## config.mk

```make
export PLATFORM = sky130hd
export DESIGN_NAME = pal_fill_ctrl
export DESIGN_NICKNAME = d
export VERILOG_FILES = /design/src/rtl/pal_pkg.sv /design/src/rtl/pal_trig_dec.sv /design/src/rtl/pal_addr_gen.sv /design/src/rtl/pal_seq.sv /design/src/rtl/pal_fill_ctrl.sv
export SDC_FILE = /design/constraint.sdc
export NUM_CORES = 1
export LEC_CHECK = 0
export BUFFER_PORTS_ARGS = -buffer_cell sky130_fd_sc_hd__buf_2
export CAP_MARGIN = 20
export CORE_UTILIZATION = 37
export CTS_CLUSTER_SIZE = 40
export DETAILED_ROUTE_END_ITERATION = 10
export PLACE_DENSITY = 0.74
export SETUP_SLACK_MARGIN = 0.2
export SYNTH_ARGS = -nofsm -noshare
export SYNTH_HDL_FRONTEND = slang
export SYNTH_SLANG_ARGS = --single-unit
```

## constraint.sdc

```tcl
create_clock -name clk_i -period 2.7 [get_ports clk_i]
set_input_delay 0.135 -clock clk_i [delete_from_list [all_inputs] [get_ports clk_i]]
set_output_delay 0.135 -clock clk_i [all_outputs]
set_load 0.01 [all_outputs]
```

## src/rtl/pal_pkg.sv

```systemverilog
package pal_pkg;
  localparam int unsigned IDX_W   = 8;
  localparam int unsigned ENTRIES = 1 << IDX_W;

  typedef enum logic [1:0] {ST_IDLE, ST_LOAD, ST_DONE} pal_st_e;

  localparam logic [3:0] FMT_C32   = 4'd0;
  localparam logic [2:0] CTL_FULL  = 3'd1;
  localparam logic       MODE_GRID = 1'b0;
  localparam logic       MODE_LIN  = 1'b1;
endpackage

```

## src/rtl/pal_trig_dec.sv

```systemverilog
module pal_trig_dec
  import pal_pkg::*;
#(
  parameter bit GRID_EN = 1'b1
) (
  input  logic       commit_i,
  input  logic [3:0] fmt_i,
  input  logic       mode_i,
  input  logic [2:0] ctrl_i,
  output logic       go_o
);
  logic mode_ok;

  generate
    if (GRID_EN) begin : g_both
      assign mode_ok = 1'b1;
    end else begin : g_lin_only
      assign mode_ok = (mode_i == MODE_LIN);
    end
  endgenerate

  assign go_o = commit_i && (fmt_i == FMT_C32) && (ctrl_i == CTL_FULL) && mode_ok;
endmodule

```

## src/rtl/pal_addr_gen.sv

```systemverilog
module pal_addr_gen
  import pal_pkg::*;
#(
  parameter bit          GRID_EN = 1'b1,
  parameter int unsigned ADDR_W  = 32,
  parameter int unsigned BASE_W  = 14,
  parameter int unsigned BLK_LSB = 8
) (
  input  logic [BASE_W-1:0] base_i,
  input  logic              mode_i,
  input  logic [IDX_W-1:0]  idx_i,
  output logic [ADDR_W-1:0] addr_o
);
  localparam int unsigned OFF_W = IDX_W + 2;

  logic [OFF_W-1:0]  lin_off;
  logic [OFF_W-1:0]  off;
  logic [ADDR_W-1:0] base_byte;

  assign lin_off   = {idx_i, 2'b00};
  assign base_byte = ADDR_W'({base_i, {BLK_LSB{1'b0}}});

  generate
    if (GRID_EN) begin : g_grid
      logic [OFF_W-1:0] grid_off;
      // block {i7,i3}, row i[6:4], column i[2:0]; fields are disjoint so a concat is the sum
      assign grid_off = {idx_i[7], idx_i[3], idx_i[6:4], idx_i[2:0], 2'b00};
      assign off      = (mode_i == MODE_GRID) ? grid_off : lin_off;
    end else begin : g_lin
      logic unused_mode;
      assign unused_mode = mode_i;
      assign off         = lin_off;
    end
  endgenerate

  assign addr_o = base_byte + ADDR_W'(off);
endmodule

```

## src/rtl/pal_seq.sv

```systemverilog
module pal_seq
  import pal_pkg::*;
#(
  parameter int unsigned BASE_W = 14
) (
  input  logic              clk_i,
  input  logic              rst_ni,
  input  logic              go_i,
  input  logic [BASE_W-1:0] base_i,
  input  logic              mode_i,
  output logic [BASE_W-1:0] base_o,
  output logic              mode_o,
  output logic [IDX_W-1:0]  idx_o,
  output logic              busy_o
);
  localparam logic [IDX_W-1:0] IDX_LAST = IDX_W'(ENTRIES - 1);

  pal_st_e           st_q;
  logic [IDX_W-1:0]  idx_q;
  logic [BASE_W-1:0] base_q;
  logic              mode_q;

  always_ff @(posedge clk_i or negedge rst_ni) begin
    if (!rst_ni) begin
      st_q   <= ST_IDLE;
      idx_q  <= '0;
      base_q <= '0;
      mode_q <= MODE_LIN;
    end else begin
      case (st_q)
        ST_IDLE: if (go_i) begin
          st_q   <= ST_LOAD;
          idx_q  <= '0;
          base_q <= base_i;
          mode_q <= mode_i;
        end
        ST_LOAD: begin
          if (idx_q == IDX_LAST) begin
            st_q  <= ST_DONE;
            idx_q <= '0;
          end else begin
            idx_q <= idx_q + 1'b1;
          end
        end
        default: st_q <= ST_IDLE;
      endcase
    end
  end

  assign busy_o = (st_q == ST_LOAD);
  assign idx_o  = idx_q;
  assign base_o = base_q;
  assign mode_o = mode_q;
endmodule

```

## src/rtl/pal_fill_ctrl.sv

```systemverilog
module pal_fill_ctrl
  import pal_pkg::*;
#(
  parameter bit          GRID_EN = 1'b1,
  parameter int unsigned ADDR_W  = 32,
  parameter int unsigned DATA_W  = 32,
  parameter int unsigned BASE_W  = 14,
  parameter int unsigned BLK_LSB = 8
) (
  input  logic              clk_i,
  input  logic              rst_ni,
  input  logic              commit_i,
  input  logic [BASE_W-1:0] base_i,
  input  logic [3:0]        fmt_i,
  input  logic              mode_i,
  input  logic [4:0]        start_i,
  input  logic [2:0]        ctrl_i,
  output logic [ADDR_W-1:0] rd_addr_o,
  input  logic [DATA_W-1:0] rd_data_i,
  output logic              tbl_we_o,
  output logic [IDX_W-1:0]  tbl_idx_o,
  output logic [DATA_W-1:0] tbl_data_o,
  output logic              busy_o
);
  logic              go;
  logic [BASE_W-1:0] base_q;
  logic              mode_q;
  logic [IDX_W-1:0]  idx;
  logic              busy;
  logic [4:0]        unused_start;

  // full loads always begin at entry 0
  assign unused_start = start_i;

  pal_trig_dec #(.GRID_EN(GRID_EN)) u_dec (
    .commit_i (commit_i),
    .fmt_i    (fmt_i),
    .mode_i   (mode_i),
    .ctrl_i   (ctrl_i),
    .go_o     (go)
  );

  pal_seq #(.BASE_W(BASE_W)) u_seq (
    .clk_i  (clk_i),
    .rst_ni (rst_ni),
    .go_i   (go),
    .base_i (base_i),
    .mode_i (mode_i),
    .base_o (base_q),
    .mode_o (mode_q),
    .idx_o  (idx),
    .busy_o (busy)
  );

  pal_addr_gen #(
    .GRID_EN (GRID_EN),
    .ADDR_W  (ADDR_W),
    .BASE_W  (BASE_W),
    .BLK_LSB (BLK_LSB)
  ) u_addr (
    .base_i (base_q),
    .mode_i (mode_q),
    .idx_i  (idx),
    .addr_o (rd_addr_o)
  );

  assign tbl_we_o   = busy;
  assign tbl_idx_o  = idx;
  assign tbl_data_o = rd_data_i;
  assign busy_o     = busy;
endmodule

```

==> flow_summary_export.csv <==
group,metric,value,unit
global_route,grt_overflow,0,
global_route,antenna_found_initial,0,
timing,period_minus_slack,2.446,ns
setup_path,slowest_stage,"dfstp_2",
floorplanning,die_area,5295,µm²
cts,clock_sinks,25,
power,peakVddDrop,0.1961,mV
power,p_sw,0.1348,mW
flow_run,max-cap-violations,0,
drt,drcViolationCount,0,
cells_and_area,layout.cells.non_filler,276,
timing,slew_headroom,0.6217,
setup_path,end_kind,"output pin",
synth,avgSynthCellArea,10.13,µm²
cts,root_buffer,"clkbuf_8",
synth,synth_edf_count,0,
synth,synth-seq-cells,25,
power,pwr_density_cell,317.0,nW/µm²
floorplanning,rows,25,
setup_path,cp.required,2.57,ns
setup_path,crit_type,"reg -> out",
setup_path,crit_path_cell_trace,"nand2_1 -> o21ai_1 -> ha_2 -> inv_2 -> fa_2 -> and2b_2 -> buf_6 -> nand4_1 -> xnor2_1 -> buf_2",
cells_and_area,fin_nets,276,
placement,dp_slack,0.2662,ns
timing,max_freq,408.9,MHz
run_status,outcome,"complete, no violations",
power,pwr-share-clk,0.346,
power,combPwrFrac,0.060,
floorplanning,die_w,72.77,µm
synth,ys_warn_count,0,
timing,skew,0.005160,ns
timing,post-route-period-util,0.9059,
placement,gp_congestion,0.8756,
drt,first_iter_violations,31,
power,power.share.switching,0.2136,
drt,wl,3504,µm
synth,ys.flop_type,"dfrtp_1",
floorplanning,chipHeight,72.77,µm
synth,synth_cells,183,
cells_and_area,layout.area.seq,628.1,µm²
drt,wl_per_cell,12.70,µm
power,finalPower,0.6310,mW
global_route,grt_start_max_net_pins,26,
floorplanning,num_io_pins,136,
timing,worst_slew_pin_slew,0.5674,ns
drt,vias_per_cell,4.616,
setup_path,critPathTopFamily,"adder cells",
timing,tns,0,ns
cts,cts-buffers-inserted,3,
setup_path,crit_buf_inv,3,
cts,clkLatencyLatePin,0.26,ns
cts,cts_max_level,1,
cts,clk_pin_slew_worst_paths,0.09,ns
cells_and_area,fillCellCount,491,
cts,cts_tree,"done",
drt,via_count,1274,
synth,postSynth.asyncResetShare,1.000,
cells_and_area,fin_area,1991,µm²
setup_path,slowest_delay,0.54,ns
setup_path,arrival,2.31,ns
timing,hold_viol,0,
power,p_int,0.4962,mW
global_route,track_usage,0.1317,
placement,place_inst,265,
timing,setup_slack,0.2541,ns
cells_and_area,area_growth,7.427,%
setup_path,worstPathMaxFanout,3,
cts,cts_buffer_depth,2,
timing,finalMaxSlewViolations,0,
cells_and_area,layout-drive-gt1-share,0.4593,
placement,placed_area,1872,µm²
global_route,grt_first_pass_wirelength,5382,µm
hold_path,hold_path.class,"in -> reg",
cells_and_area,multi_input_area,854.6,µm²
floorplanning,core_area,4786,µm²
drt,dr.pass1.iters,4,
synth,netlist_area,1853,µm²
synth,ys_seq_area_frac,0.3383,
drt,ant_nets,0,
power,p_seq_frac,0.594,
power,p_leak,1.017,nW
timing,rsz0062_at_grt,"yes",
placement,place_hpwl,2498,µm
timing,finalSetupViolations,0,
setup_path,crit_path_start_kind,"register",
synth,synth.distinct_cells,39,
floorplanning,start_util,0.3872,
placement,io_buffers,55,
cells_and_area,antenna_cells,0,
global_route,grt_pass1_vias,1163,
## placed cells by master (no fill, tap or decap), types with 3 or more instances in the layout
cell type  count
buf_4          6
inv_1          8
dfrtp_1       23
buf_2         55
mux2_4        14
nor2_1         3
o21ai_0        5
mux2_2         3
xor2_1         3
nand4_1        4
or3_1          3
clkbuf_8       3
conb_1        11
nand2_1       15
xnor2_1       10
nand3_1        7
## sequential cells by signal, summed over array words and instances, names as in the netlist
signal and count:
u_seq.base_o 14, u_seq.idx_o 8, u_seq.st_q 2, u_seq.mode_o 1
## worst paths after layout
path,slack [ns],end,from,cells after the start
max in group asynchronous,1.89,u_seq.idx_o[3],rst_ni,2
worst min register to register,0.52,u_seq.base_o[13],u_seq.base_o[13],1
min in group asynchronous,0.40,u_seq.base_o[6],rst_ni,2
worst min-delay path,0.1,u_seq.base_o[6],base_i[6],2
worst max-delay path,0.25,rd_addr_o[16],u_seq.mode_o,10
worst max register to register,1.14,u_seq.idx_o[3],u_seq.idx_o[0],5
## cell usage after synthesis, types with 2 or more instances
master,n,area share
nor4_1,2,0.0068
nor3_1,3,0.0081
dfrtp_1,24,0.32
buf_4,47,0.19
mux2_4,14,0.11
mux2_2,3,0.018
o221ai_1,2,0.0095
nand2_1,16,0.032
a21oi_1,2,0.0054
xnor2_1,10,0.047
nor2_1,3,0.0061
or3_1,3,0.010
ha_1,3,0.020
inv_1,9,0.018
o21ai_0,6,0.016
buf_6,2,0.012
nand3_1,7,0.019
nand4_1,4,0.014
xor2_1,3,0.014
## power by group through the flow
stage	logic (mW)	registers, mW	clock network (mW)
floorplan	0.0711	0.382	0
global placement	0.0371	0.382	0
detailed placement	0.0373	0.382	0
CTS	0.0388	0.375	0.225
global route	0.0430	0.375	0.237
finish	0.0379	0.375	0.218
## area by class of cell
| cell class | instances | share of cell area |
|---|---|---|
| Inverter | 10 | 0.01886 |
| Sequential cell | 25 | 0.3155 |
| Tap cell | 67 | 0.04211 |
| Clock buffer | 4 | 0.02263 |
| Multi-Input combinational cell | 107 | 0.4293 |
| Timing Repair Buffer | 63 | 0.1716 |
## kinds of logic after synthesis
logic type / share of synthesized area
AND/OR/NAND/NOR: 0.1465
buffers and inverters: 0.2282
multiplexers: 0.1371
AO/OA/AOI/OAI: 0.05537
adder cells (fa/ha/maj): 0.03106
XOR/XNOR: 0.06145
flip-flops: 0.3383
other: 0.002024
## through the flow
step,hold slack (ns),util
2_1_floorplan,-0.1606,-
3_3_place_gp,0.1575,0.3911
3_5_place_dp,0.1612,0.3911
4_1_cts,0.09588,0.4136
5_1_grt,0.09087,0.4159
6_report,0.09567,0.4159
## layer usage
layer  up-vias  GRT usage  wire, µm
li1        613          -         -
met1       615     0.1661      1504
met2        44     0.2274      1742
met3         2    0.02348       226
met4         0    0.04357        30
met5         -          0         0
## repair_timing
action,CTS,global route
pin swaps,3,4
gates cloned,0,0
buffers inserted,5,1
hold buffers,1,0
endpoints found under the setup margin,5,5
gates resized for setup,7,2
endpoints found under the hold margin,24,0
(Power assumes the default switching activity.)
